--- config.mk ---
export PLATFORM = sky130hd
export DESIGN_NAME = bank_window_decoder
export DESIGN_NICKNAME = d
export VERILOG_FILES = /design/src/rtl/bwd_pkg.sv /design/src/rtl/bwd_window_decode.sv /design/src/rtl/bwd_lane_ctrl.sv /design/src/rtl/bwd_read_return.sv /design/src/rtl/bank_window_decoder.sv
export SDC_FILE = /design/constraint.sdc
export NUM_CORES = 1
export LEC_CHECK = 0
export CAP_MARGIN = 20
export CORE_AREA = 4 4 179 181
export CTS_BUF_LIST = sky130_fd_sc_hd__clkbuf_8
export DETAILED_ROUTE_END_ITERATION = 16
export DIE_AREA = 0 0 183 185
export GPL_TIMING_DRIVEN = 0
export PLACE_DENSITY_LB_ADDON = 0.3
export SLEW_MARGIN = 20
export SYNTH_ARGS = -nofsm -noshare
export SYNTH_HDL_FRONTEND = slang
export SYNTH_HIERARCHICAL = 1
export SYNTH_SLANG_ARGS = --single-unit
--- constraint.sdc ---
create_clock -name clk -period 2.2 [get_ports clk]
set_input_delay 0.33 -clock clk [delete_from_list [all_inputs] [get_ports clk]]
set_output_delay 0.33 -clock clk [all_outputs]
set_load 0.02 [all_outputs]
--- src/rtl/bwd_pkg.sv ---
// Package: bwd_pkg
// Shared constants, the access-size encoding and the bank layout of the
// direct-access window. The layout is expressed as first slot, slot count
// and offset width per bank, where a slot is one 16 KiB step of the window.
package bwd_pkg;

    localparam int NUM_BANKS = 9;
    localparam int ADDR_W    = 32;
    localparam int DATA_W    = 32;
    localparam int LANES     = DATA_W / 8;
    localparam int LANE_W    = $clog2(LANES);
    localparam int OFF_W     = 17;
    localparam int SLOT_LSB  = 14;
    localparam int SLOT_W    = 6;
    localparam int TAG_LSB   = 23;
    localparam int TAG_W     = ADDR_W - TAG_LSB;
    localparam int BANK_W    = $clog2(NUM_BANKS);

    typedef enum logic [1:0] {
        SZ_BYTE  = 2'd0,
        SZ_HALF  = 2'd1,
        SZ_WORD  = 2'd2,
        SZ_WORD2 = 2'd3
    } acc_size_e;

    // First 16 KiB slot occupied by bank b.
    function automatic int bank_first_slot(input int b);
        case (b)
            0: return 0;
            1: return 8;
            2: return 16;
            3: return 24;
            4: return 32;
            5: return 36;
            6: return 37;
            7: return 38;
            default: return 40;
        endcase
    endfunction

    // Number of 16 KiB slots occupied by bank b.
    function automatic int bank_slot_count(input int b);
        case (b)
            0, 1, 2, 3: return 8;
            4:          return 4;
            7:          return 2;
            default:    return 1;
        endcase
    endfunction

    // Width of the bank-local byte offset, derived from the slot count.
    function automatic int bank_off_width(input int b);
        return SLOT_LSB + $clog2(bank_slot_count(b));
    endfunction

    // Offset mask for bank b.
    function automatic logic [OFF_W-1:0] bank_off_mask(input int b);
        logic [OFF_W:0] one_hot;
        one_hot = '0;
        one_hot[bank_off_width(b)] = 1'b1;
        return OFF_W'(one_hot - 1'b1);
    endfunction

endpackage

--- src/rtl/bwd_window_decode.sv ---
// Module: bwd_window_decode
// Purely combinational window decode. Compares the address tag with the
// window tag (the mirror bits below the tag are ignored), finds which bank
// owns the 16 KiB slot and masks the low address to that bank's size.
// Assumes the bank layout in bwd_pkg is contiguous and non-overlapping.
module bwd_window_decode
    import bwd_pkg::*;
#(
    parameter logic [TAG_W-1:0] WIN_TAG = 9'h00D
) (
    input  logic [ADDR_W-1:0]    addr,
    output logic [NUM_BANKS-1:0] hit_vec,
    output logic [OFF_W-1:0]     offset
);

    logic              tag_ok;
    logic [SLOT_W-1:0] slot;
    logic              unused_mirror;

    assign tag_ok        = (addr[ADDR_W-1:TAG_LSB] == WIN_TAG);
    assign slot          = addr[SLOT_LSB+SLOT_W-1:SLOT_LSB];
    assign unused_mirror = ^addr[TAG_LSB-1:SLOT_LSB+SLOT_W];

    // One range comparator per bank, built from the package layout.
    for (genvar b = 0; b < NUM_BANKS; b++) begin : g_bank
        localparam int FIRST = bank_first_slot(b);
        localparam int LAST  = FIRST + bank_slot_count(b);
        assign hit_vec[b] = tag_ok
                          && (int'(slot) >= FIRST)
                          && (int'(slot) <  LAST);
    end

    // Mask the low address bits to the width of whichever bank matched.
    always_comb begin
        offset = '0;
        for (int b = 0; b < NUM_BANKS; b++) begin
            if (hit_vec[b]) begin
                offset = offset | (addr[OFF_W-1:0] & bank_off_mask(b));
            end
        end
    end

endmodule

--- src/rtl/bwd_lane_ctrl.sv ---
// Module: bwd_lane_ctrl
// Write-side lane steering. Builds byte enables from the access size and
// the low address bits, and replicates right-aligned write data into every
// lane it could occupy. Assumes halfword and word accesses are naturally
// aligned; the address bits below the access size are ignored.
module bwd_lane_ctrl
    import bwd_pkg::*;
(
    input  acc_size_e          size,
    input  logic [LANE_W-1:0]  lane,
    input  logic [DATA_W-1:0]  wdata_in,
    output logic [LANES-1:0]   be,
    output logic [DATA_W-1:0]  wdata_out
);

    // Select the enabled lanes for the requested size.
    always_comb begin
        case (size)
            SZ_BYTE: be = LANES'(1) << lane;
            SZ_HALF: be = lane[1] ? 4'b1100 : 4'b0011;
            default: be = '1;
        endcase
    end

    // Repeat the low byte or halfword across the data bus.
    always_comb begin
        case (size)
            SZ_BYTE: wdata_out = {LANES{wdata_in[7:0]}};
            SZ_HALF: wdata_out = {(LANES/2){wdata_in[15:0]}};
            default: wdata_out = wdata_in;
        endcase
    end

endmodule

--- src/rtl/bwd_read_return.sv ---
// Module: bwd_read_return
// Read response stage. Captures which bank a read selected, together with
// its size and lane, then picks that bank's returned word one cycle later
// and aligns and zero-extends it. Assumes every bank returns read data
// exactly one cycle after it is strobed for a read.
module bwd_read_return
    import bwd_pkg::*;
(
    input  logic                        clk,
    input  logic                        rst_n,
    input  logic                        rd_fire,
    input  logic [NUM_BANKS-1:0]        rd_sel,
    input  acc_size_e                   rd_size,
    input  logic [LANE_W-1:0]           rd_lane,
    input  logic [NUM_BANKS*DATA_W-1:0] bank_rdata,
    output logic                        rsp_valid,
    output logic [DATA_W-1:0]           rsp_rdata
);

    logic [NUM_BANKS-1:0] sel_q;
    acc_size_e            size_q;
    logic [LANE_W-1:0]    lane_q;
    logic [DATA_W-1:0]    word;
    logic [DATA_W-1:0]    shifted;

    // Hold the context of a read for its response cycle.
    always_ff @(posedge clk) begin
        if (!rst_n) begin
            rsp_valid <= 1'b0;
            sel_q     <= '0;
            size_q    <= SZ_WORD;
            lane_q    <= '0;
        end else begin
            rsp_valid <= rd_fire;
            sel_q     <= rd_fire ? rd_sel : '0;
            size_q    <= rd_size;
            lane_q    <= rd_lane;
        end
    end

    // Pick the returned word of the bank that was strobed; zero if none.
    always_comb begin
        word = '0;
        for (int b = 0; b < NUM_BANKS; b++) begin
            if (sel_q[b]) begin
                word = word | bank_rdata[b*DATA_W +: DATA_W];
            end
        end
    end

    // Move the addressed lane down to bit 0 and clear the rest.
    always_comb begin
        shifted = word >> (8 * int'(lane_q));
        case (size_q)
            SZ_BYTE: rsp_rdata = {{(DATA_W-8){1'b0}}, shifted[7:0]};
            SZ_HALF: rsp_rdata = {{(DATA_W-16){1'b0}},
                                  (lane_q[1] ? word[31:16] : word[15:0])};
            default: rsp_rdata = word;
        endcase
    end

endmodule

--- src/rtl/bank_window_decoder.sv ---
// Module: bank_window_decoder
// Top of the direct-access decoder. Decodes the request address into one
// of the banks, gates it with the enable bitmap and the request valid,
// drives the bank strobe, offset, byte enables and write data, and
// returns aligned read data one cycle later. Assumes bank_en is held
// steady by its owner and that bank memories have one cycle read latency.
module bank_window_decoder
    import bwd_pkg::*;
#(
    parameter logic [TAG_W-1:0] WIN_TAG = 9'h00D
) (
    input  logic                        clk,
    input  logic                        rst_n,
    input  logic                        req_valid,
    input  logic                        req_write,
    input  logic [1:0]                  req_size,
    input  logic [ADDR_W-1:0]           req_addr,
    input  logic [DATA_W-1:0]           req_wdata,
    input  logic [NUM_BANKS-1:0]        bank_en,
    output logic [NUM_BANKS-1:0]        mem_sel,
    output logic                        mem_we,
    output logic [OFF_W-1:0]            mem_offset,
    output logic [LANES-1:0]            mem_be,
    output logic [DATA_W-1:0]           mem_wdata,
    input  logic [NUM_BANKS*DATA_W-1:0] mem_rdata,
    output logic                        rsp_valid,
    output logic [DATA_W-1:0]           rsp_rdata
);

    logic [NUM_BANKS-1:0] hit_vec;
    logic [OFF_W-1:0]     dec_offset;
    acc_size_e            size;
    logic                 rd_fire;

    assign size = acc_size_e'(req_size);

    bwd_window_decode #(
        .WIN_TAG (WIN_TAG)
    ) u_decode (
        .addr    (req_addr),
        .hit_vec (hit_vec),
        .offset  (dec_offset)
    );

    // Strobe only an enabled, matched bank while a request is present.
    always_comb begin
        mem_sel    = req_valid ? (hit_vec & bank_en) : '0;
        mem_we     = req_write && (mem_sel != '0);
        mem_offset = (mem_sel != '0) ? dec_offset : '0;
    end

    bwd_lane_ctrl u_lanes (
        .size      (size),
        .lane      (req_addr[LANE_W-1:0]),
        .wdata_in  (req_wdata),
        .be        (mem_be),
        .wdata_out (mem_wdata)
    );

    // Every valid read gets a response, mapped or not.
    assign rd_fire = req_valid && !req_write;

    bwd_read_return u_return (
        .clk        (clk),
        .rst_n      (rst_n),
        .rd_fire    (rd_fire),
        .rd_sel     (mem_sel),
        .rd_size    (size),
        .rd_lane    (req_addr[LANE_W-1:0]),
        .bank_rdata (mem_rdata),
        .rsp_valid  (rsp_valid),
        .rsp_rdata  (rsp_rdata)
    );

endmodule

==> impl_metrics.py, run 1 <==
metrics = {
    "placed_design": {
        "post-place-ws_ns": -1.251,
        "placed_cell_area_um2": 9125,
        "port_buffers": 458,
        "hpwlAfterDp_mm": 31.93,
        "gp_congestion": 0.9136,
        "dp.cells": 1357,
    },
    "sta": {
        "tightest_slew_ns": 0.5944,
        "fin_crit_sh": 1.178,
        "period_minus_slack_ns": 2.592,
        "holdWs_ns": 0.4920,
        "rsz0062_at_grt": "yes",
        "slew_headroom": 0.6029,
        "fmax_mhz": 385.8,
        "slew_violations": 0,
        "hold_violations": 0,
        "fin_ws_ns": -0.3918,
        "finalSetupViolations": 40,
    },
    "setup_path": {
        "critPathMaxStageDelay_ns": 0.50,
        "cp-start-kind": "register",
        "cp_num_buf_inv": 3,
        "crit_family": "compound AO/OA/AOI/OAI gates",
        "arrival_ns": 2.26,
        "path_max_fanout": 8,
        "critical-path-slowest-cell": "a222oi_1",
        "crit_start": "u_return/sel_q[3]",
        "path_class": "register to output pin",
        "cp.required_ns": 1.87,
        "cp_cell_sequence": "buf_12 > a222oi_1 > nand4_1 > buf_6 > o22ai_4 > a221o_1 > a31oi_1 > buf_4",
        "worst-path-stages": 8,
        "end_kind": "output pin",
    },
    "global_routing": {
        "grtUsageTotal": 0.2164,
        "antenna_found_initial": 11,
        "grt_overflow": 0,
        "grt_pass1_vias": 7551,
        "grt_pass1_wl_mm": 53.33,
        "grt_start_max_net_pins": 11,
    },
    "logic_synthesis": {
        "synth_fa_ha_area_frac": 0,
        "postSynthAreaPerCell_um2": 7.761,
        "synthSimpleGateAreaFrac": 0.2346,
        "synth_compound_area_frac": 0.4965,
        "synth-main-ff-cell": "dfxtp_1",
        "ys_types": 60,
        "async_flop_share": 0,
        "netlist_area_um2": 3904,
        "synth_edf_count": 0,
        "synthTopCellsByCount": "a22oi_1, nand2_1, and3_1, a222oi_1, nand3_1",
        "synthMuxAreaShare": 0.07244,
        "synth_top_family_by_area": "compound AO/OA/AOI/OAI gates",
        "syn_inst": 503,
        "ys_seq_area_frac": 0.07179,
        "synthTopCellsByArea": "a22oi_1, a222oi_1, dfxtp_1",
        "synth_top_area_cell": "a22oi_1",
        "synth_nets": 870,
        "synth_xor_area_frac": 0,
        "synth_top_cell_area_share": 0.1212,
        "synth.most_common_cell": "a22oi_1",
        "ys_seq_elements": 14,
        "synth_warnings": 6,
    },
    "cts": {
        "ctsHoldBuffers": 0,
        "tritoncts.num_buffers": 3,
        "clockBufferDepth": 2,
        "cts_tree": "yes",
        "cts_root_buf": "clkbuf_8",
        "clock_sinks": 14,
        "clk_pin_slew_ns": 0.06,
        "htreeDepth": 1,
    },
    "power": {
        "p_leak_nw": 4.414,
        "irDropWorstVdd_v": 0.0001268,
        "p_per_area_nw_per_um2": 146.7,
    },
    "route": {
        "postRouteAntennaNets": 0,
        "drcViolationCount": 0,
        "dr.pass1.iters": 7,
        "drt-initial-drc-count": 553,
        "routedWlPerCell_um": 27.77,
        "drt_wl_total_mm": 40.58,
        "via_count": 7197,
        "vias_per_cell": 4.926,
    },
    "cells_and_area": {
        "drive_above_1_share": 0.3673,
        "post-route-cell-area_um2": 11270,
        "area_growth_pct": 188.7,
        "nets": 1427,
        "utilization": 0.3703,
        "num-fill-cells": 3127,
        "fin_cells": 1461,
    },
    "floorplanning": {
        "rows": 64,
        "die_h_um": 185,
        "die_x_um": 183,
        "coreArea_um2": 30430,
        "die_area_um2": 33860,
        "pin_count": 463,
        "start_util": 0.1283,
    },
    "worst_hold_path": {
        "min_from": "req_size[0]",
        "holdPathEnd": "u_return/size_q[0]",
        "whs_path_depth": 2,
        "hold_path_class": "input port to register",
    },
    "status": {
        "status": "finished with violations",
        "violations": "negative setup slack",
    },
    "run": {
        "cap_violations": 0,
    },
}
==> registers in the layout (all words and copies together), names as in the netlist <==
| register | cells |
|---|---|
| u_return/sel_q | 9 |
| u_return/lane_q | 2 |
| u_return/size_q | 2 |
| u_return/rsp_valid | 1 |
==> what timing repair did <==
| action | CTS | global route |
|---|---|---|
| pin swaps | 85 | 83 |
| buffers inserted | 69 | 19 |
| endpoints found under the setup margin | 87 | 60 |
| endpoints found under the hold margin | 0 | 0 |
| gates cloned | 13 | 3 |
| resized for setup | 596 | 109 |
==> logic make-up (layout without fill, tap and decap cells) <==
logic type | after synthesis | in the layout
DFF | 14 | 14
AOI/OAI and AO/OA | 221 | 223
muxes | 26 | 26
and+or+nand+nor | 171 | 171
other | 0 | 6
buffers and inverters | 71 | 625
==> cells in the final DEF (no fill, tap or decap), types with 5 or more instances in the layout <==
| cell | count |
|---|---|
| a221oi_4 | 11 |
| a41oi_4 | 11 |
| nand2_1 | 40 |
| mux2i_1 | 7 |
| and3_1 | 28 |
| buf_8 | 5 |
| mux2_2 | 15 |
| nor2_1 | 9 |
| clkbuf_4 | 6 |
| buf_12 | 23 |
| nand3_2 | 14 |
| inv_1 | 5 |
| nand4_1 | 5 |
| a221oi_2 | 6 |
| dlygate4sd2_1 | 40 |
| a221oi_1 | 5 |
| a222oi_1 | 33 |
| buf_2 | 14 |
| nor2_2 | 5 |
| a22oi_2 | 15 |
| a41oi_2 | 6 |
| a22oi_1 | 53 |
| nor3_4 | 6 |
| diode_2 | 6 |
| buf_6 | 73 |
| and3_4 | 9 |
| nand3_1 | 16 |
| and2_1 | 6 |
| o21ai_2 | 11 |
| dfxtp_1 | 5 |
| a22o_1 | 19 |
| clkdlybuf4s50_1 | 349 |
| clkbuf_8 | 7 |
| o22ai_2 | 8 |
| dfxtp_4 | 9 |
| buf_4 | 78 |
==> area by class of cell <==
cell class | instances | area, um^2 | area share
Sequential cell | 14 | 314.1 | 0.02787
Timing Repair Buffer | 552 | 5540 | 0.4917
Buffer | 60 | 723.2 | 0.06418
Tap cell | 396 | 495.5 | 0.04397
Antenna cell | 6 | 15.01 | 0.001332
Inverter | 9 | 41.29 | 0.003664
Clock buffer | 4 | 55.05 | 0.004886
Multi-Input combinational cell | 420 | 4084 | 0.3624
==> worst max-delay path by stage <==
stage / to
floorplan: mem_offset[10]
global placement: mem_offset[13]
detailed placement: mem_offset[13]
CTS: mem_offset[11]
global route: mem_offset[6]
finish: rsp_rdata[6]
==> power by group <==
part           switching [mW]  internal [mW]
Clock                  0.0967          0.159
Sequential            0.00444          0.247
Combinational           0.414          0.732
==> per-stage QoR <==
step / power, mW / setup TNS (ns)
after CTS: 1.646 / -9.428
after global routing: 1.730 / -13.33
after detailed placement: 1.375 / -52.35
after floorplan: 0.5216 / 0
final: 1.653 / -9.937
after global placement: 1.372 / -52.55
==> per-layer routing <==
layer	up-vias	GRT usage	part of all wire
met5	-	0	0.0019
met4	10	0.07420	0.045
met3	80	0.06304	0.092
met2	425	0.4265	0.53
met1	3432	0.2149	0.34
li1	3250	-	-
Note: power is estimated with default switching activity, not from simulation.
==> inputs of run 2 (changes only) <==
--- a/config.mk
+++ b/config.mk
@@ -6,11 +6,11 @@
 export NUM_CORES = 1
 export LEC_CHECK = 0
 export CAP_MARGIN = 20
-export CORE_AREA = 4 4 179 181
+export CORE_AREA = 4 4 178 180
 export CTS_BUF_LIST = sky130_fd_sc_hd__clkbuf_8
 export DETAILED_ROUTE_END_ITERATION = 16
-export DIE_AREA = 0 0 183 185
-export GPL_TIMING_DRIVEN = 0
+export DIE_AREA = 0 0 182 184
+export GPL_TIMING_DRIVEN = 1
 export PLACE_DENSITY_LB_ADDON = 0.3
 export SLEW_MARGIN = 20
 export SYNTH_ARGS = -nofsm -noshare
==> constraint.sdc (replaced) <==
create_clock -name clk -period 2.19 [get_ports clk]
set_input_delay 0.3285 -clock clk [delete_from_list [all_inputs] [get_ports clk]]
set_output_delay 0.3285 -clock clk [all_outputs]
set_load 0.02 [all_outputs]
==> impl_metrics.py, run 2 (synthesis gave the netlist of run 1 again) <==
metrics = {
    "sta": {
        "fin_ws_ns": -0.4576,
        "period_minus_slack_ns": 2.648,
        "slew_headroom": 0.5546,
        "finalSetupViolations": 45,
        "fmax_mhz": 377.7,
        "hold_violations": 0,
        "setup-tns-final_ns": -12.15,
        "holdWs_ns": 0.7809,
        "tightest_slew_ns": 0.6656,
        "slew_violations": 0,
        "fin_crit_sh": 1.209,
        "rsz0062_at_grt": "yes",
    },
    "power": {
        "irDropWorstVdd_v": 0.0001337,
        "p_per_area_nw_per_um2": 145.3,
        "p_leak_nw": 4.789,
        "power.total_mw": 1.710,
    },
    "setup_path": {
        "end_kind": "output pin",
        "arrival_ns": 2.32,
        "cp.required_ns": 1.86,
        "path_class": "register to output pin",
        "critPathMaxStageDelay_ns": 0.56,
        "cp-start-kind": "register",
        "cp_cell_sequence": "buf_8 > buf_6 > a222oi_1 > buf_4 > nand2_2 > o22ai_2 > a221o_1 > a31oi_1 > buf_4",
        "critical-path-slowest-cell": "a222oi_1",
        "path_max_fanout": 5,
        "crit_top_cell": "buf_4",
        "crit_start": "u_return/sel_q[4]",
    },
    "status": {
        "status": "finished with violations",
        "violations": "negative setup slack",
    },
    "cts": {
        "cts_tree": "yes",
        "clock_sinks": 14,
        "clk_pin_slew_ns": 0.07,
        "tritoncts.num_buffers": 3,
        "cts_root_buf": "clkbuf_8",
        "htreeDepth": 1,
        "clockBufferDepth": 2,
    },
    "route": {
        "drt-initial-drc-count": 458,
        "drcViolationCount": 0,
        "dr.pass1.iters": 6,
        "postRouteAntennaNets": 0,
        "vias_per_cell": 4.837,
        "drt_wl_total_mm": 38.01,
        "routedWlPerCell_um": 24.96,
        "via_count": 7367,
    },
    "placed_design": {
        "hpwlAfterDp_mm": 29.75,
        "port_buffers": 459,
        "gp_congestion": 0.9021,
        "post-place-ws_ns": -1.188,
    },
    "global_routing": {
        "grt_pass1_wl_mm": 53.14,
        "antenna_found_initial": 7,
        "grt_overflow": 0,
        "grt_pass1_vias": 8034,
        "grt_start_max_net_pins": 29,
        "grtUsageTotal": 0.2101,
    },
    "cells_and_area": {
        "area_growth_pct": 201.4,
        "reg_top3": "u_return/sel_q x9, u_return/lane_q x2, u_return/size_q x2",
        "drive_above_1_share": 0.4041,
        "largest_reg_flops": 9,
        "mostFrequentLayoutCells": "clkdlybuf4s50_1, buf_4, buf_6",
        "largest_register": "u_return/sel_q",
        "multi_input_comb_area_um2": 3988,
        "utilization": 0.3897,
        "num-fill-cells": 3053,
        "register_area_um2": 311.5,
        "nets": 1489,
        "final_common_cell": "clkdlybuf4s50_1",
    },
    "floorplanning": {
        "start_util": 0.1293,
        "pin_count": 463,
        "die_h_um": 184,
        "die_area_um2": 33490,
        "die_x_um": 182,
        "rows": 64,
        "coreArea_um2": 30190,
    },
    "worst_hold_path": {
        "min_from": "req_size[0]",
        "hold_path_class": "input port to register",
    },
    "run": {
        "cap_violations": 0,
    },
}
==> run 2: changes by cell type in the layout (fill, tap and decap cells not counted), moves of 3 or more <==
cell	delta
buf_2	-4
clkbuf_1	-4
a221oi_4	-5
clkdlybuf4s15_1	+7
dlygate4sd2_1	-12
a22oi_1	-3
clkdlybuf4s50_1	+5
buf_6	+3
clkbuf_8	-3
clkbuf_2	-3
clkinv_1	+3
buf_4	+78
clkbuf_4	-6
a221oi_2	+3
==> run 2: cell type report <==
class                      count  share of cell area
multi-input combinational    418              0.3389
sequential                    14             0.02648
inverter                       9            0.003297
timing repair buffer         676              0.5832
clock buffer                   4            0.004679
antenna                        6            0.001276
tap                          396             0.04211
==> run 2: report_power, final <==
part	switching, mW	total (mW)	internal (mW)
combinational	0.410	1.18	0.774
sequential	0.0107	0.260	0.249
clock	0.106	0.265	0.160
total	0.527	1.71	1.18
==> run 2: what timing repair did <==
action / in CTS / in global routing
pin swaps: 89 / 72
buffers inserted: 58 / 22
setup endpoints to repair: 87 / 63
cloned: 14 / 0
gates resized for setup: 412 / 79
hold buffers: 0 / 0
==> run 2: critical path, delay by kind of cell (launching register included) <==
kind                   cells  cell delay [ns]
AO/OA/AOI/OAI              4             0.96
AND/OR/NAND/NOR            1             0.06
buffers and inverters      4             0.68
flip-flops                 1             0.36
==> run 2: routing by layer <==
| metal | wire length, um | track usage | part of all wire |
|---|---|---|---|
| met2 | 20570 | 0.4134 | 0.54 |
| met3 | 2794 | 0.04116 | 0.073 |
| met1 | 13430 | 0.2233 | 0.35 |
| met4 | 1224 | 0.06665 | 0.032 |
| met5 | 0 | 0 | 0 |
==> run 2: path summary, 6_finish.rpt <==
check / cells after the start / endpoint / slack (ns)
hold / removal: 3 / u_return/size_q[0] / 0.78
setup / recovery: 9 / rsp_rdata[6] / -0.46
==> run 2: metrics by stage <==
stage | cells | instance area [um^2]
after floorplan | 503 | 4049
after global placement | 1435 | 9861
after detailed placement | 1435 | 9861
after CTS | 1505 | 11450
after global routing | 1523 | 11770
final | 1523 | 11770
==> inputs of run 3 (changes only) <==
--- a/config.mk
+++ b/config.mk
@@ -6,10 +6,12 @@
 export NUM_CORES = 1
 export LEC_CHECK = 0
 export CAP_MARGIN = 20
-export CORE_AREA = 4 4 178 180
+export CELL_PAD_IN_SITES_DETAIL_PLACEMENT = 0
+export CELL_PAD_IN_SITES_GLOBAL_PLACEMENT = 1
+export CORE_AREA = 4 4 177 179
 export CTS_BUF_LIST = sky130_fd_sc_hd__clkbuf_8
 export DETAILED_ROUTE_END_ITERATION = 16
-export DIE_AREA = 0 0 182 184
+export DIE_AREA = 0 0 181 183
 export GPL_TIMING_DRIVEN = 1
 export PLACE_DENSITY_LB_ADDON = 0.3
 export SLEW_MARGIN = 20
==> impl_metrics.py, run 3 (synthesis gave the netlist of run 1 again) <==
metrics = {
    "cells_and_area": {
        "largest_register": "u_return/sel_q",
        "multi_input_comb_area_um2": 4136,
        "num-fill-cells": 3029,
        "largest_reg_flops": 9,
        "reg_top3": "u_return/sel_q x9, u_return/lane_q x2, u_return/size_q x2",
        "drive_above_1_share": 0.4036,
        "mostFrequentLayoutCells": "clkdlybuf4s50_1, buf_4, buf_6",
        "final_common_cell": "clkdlybuf4s50_1",
        "nets": 1473,
        "register_area_um2": 311.5,
        "area_growth_pct": 197.9,
        "post-route-cell-area_um2": 11630,
    },
    "setup_path": {
        "arrival_ns": 2.29,
        "path_max_fanout": 6,
        "cp.required_ns": 1.86,
        "path_class": "input port to output pin",
        "crit_family": "buffers and inverters",
        "cp_cell_sequence": "buf_6 > nor4b_4 > nand4_1 > buf_4 > nor4_4 > a222oi_1 > buf_4 > buf_12 > buf_12 > a41oi_4 > buf_6",
        "critPathMaxStageDelay_ns": 0.27,
        "crit_start": "req_addr[31]",
        "cp-start-kind": "input port",
        "end_kind": "output pin",
        "cp_num_buf_inv": 6,
        "critical-path-slowest-cell": "nor4b_4",
    },
    "power": {
        "swShare": 0.3000,
        "p_clk_frac": 0.146,
        "irDropWorstVdd_v": 0.0001416,
        "p_leak_nw": 4.621,
        "pwr-share-comb": 0.699,
        "internal_power_mw": 1.166,
        "switchingPower_mw": 0.4998,
        "power.total_mw": 1.666,
        "p_per_area_nw_per_um2": 143.2,
        "seqPwrFrac": 0.155,
    },
    "status": {
        "status": "finished with violations",
        "violations": "negative setup slack",
    },
    "floorplanning": {
        "die_area_um2": 33120,
        "pin_count": 463,
        "die_h_um": 183,
        "start_util": 0.1321,
        "die_x_um": 181,
        "rows": 63,
        "coreArea_um2": 29560,
    },
    "global_routing": {
        "grt_overflow": 0,
        "grt_pass1_wl_mm": 52.01,
        "grtUsageTotal": 0.2066,
        "grt_start_max_net_pins": 23,
        "grt_pass1_vias": 7881,
        "antenna_found_initial": 15,
    },
    "sta": {
        "hold_violations": 0,
        "finalSetupViolations": 37,
        "fmax_mhz": 381.4,
        "tightest_slew_ns": 0.4726,
        "period_minus_slack_ns": 2.622,
        "rsz0062_at_grt": "yes",
        "slew_violations": 0,
        "slew_headroom": 0.6843,
        "fin_crit_sh": 1.197,
        "fin_ws_ns": -0.4317,
    },
    "worst_hold_path": {
        "hold_path_class": "input port to register",
        "min_from": "req_size[0]",
    },
    "cts": {
        "cts_root_buf": "clkbuf_8",
        "clockBufferDepth": 2,
        "cts_tree": "yes",
        "clock_sinks": 14,
        "htreeDepth": 1,
        "clk_pin_slew_ns": 0.06,
        "tritoncts.num_buffers": 3,
    },
    "route": {
        "routedWlPerCell_um": 24.61,
        "postRouteAntennaNets": 0,
        "drcViolationCount": 0,
        "drt-initial-drc-count": 411,
        "drt_wl_total_mm": 36.97,
        "dr.pass1.iters": 5,
        "vias_per_cell": 4.754,
        "via_count": 7140,
    },
    "placed_design": {
        "post-place-ws_ns": -1.173,
        "port_buffers": 459,
        "hpwlAfterDp_mm": 30.06,
        "placed_cell_area_um2": 9824,
        "gp_congestion": 0.9013,
    },
    "run": {
        "cap_violations": 0,
    },
}
-- run 3: cell type report --
type,count,area share
repair buffers,659,0.5664
multi-input cells,419,0.3557
clock buffers,4,0.004734
diodes,7,0.001506
inverters,9,0.002905
well taps,390,0.04196
flip-flops and latches,14,0.02679
-- run 3: stage by stage --
step,utilization,instances,hold slack [ns],TNS [ns]
after floorplan,-,503,0.4015,0
after global placement,0.3324,1425,1.144,-38.40
after detailed placement,0.3324,1425,1.150,-38.30
after CTS,0.3823,1480,0.7539,-10.56
after global routing,0.3934,1502,0.6824,-14.11
final,0.3934,1502,0.6431,-10.09
-- run 3: path summary, 6_finish.rpt --
path / slack (ns) / end / depth (start not counted)
max: -0.43 / mem_offset[7] / 11
min: 0.64 / u_return/size_q[0] / 3
-- run 3: worst min-delay path: cells and delay by family --
family        cells  cell delay [ns]
simple gates      1             0.13
buf+inv           2             0.39
-- run 3: layer usage --
| metal | global-route usage | wire [um] |
|---|---|---|
| met5 | 0 | 101 |
| met4 | 0.06364 | 968 |
| met3 | 0.05930 | 3125 |
| met2 | 0.3933 | 19380 |
| met1 | 0.2207 | 13390 |
-- run 3: power by group through the flow --
stage	Sequential (mW)	Clock [mW]	Combinational, mW
4_1_cts	0.259	0.257	1.16
3_3_place_gp	0.273	0	1.13
2_1_floorplan	0.267	0	0.257
3_5_place_dp	0.273	0	1.13
6_report	0.258	0.243	1.16
5_1_grt	0.259	0.265	1.23
-- run 3: timing repair --
action                                  CTS  global route
buffers inserted                         56            21
endpoints found under the setup margin   84            62
hold buffers                              0             0
pin swaps                               105            57
cloned                                    4             0
gates resized for setup                 452            66
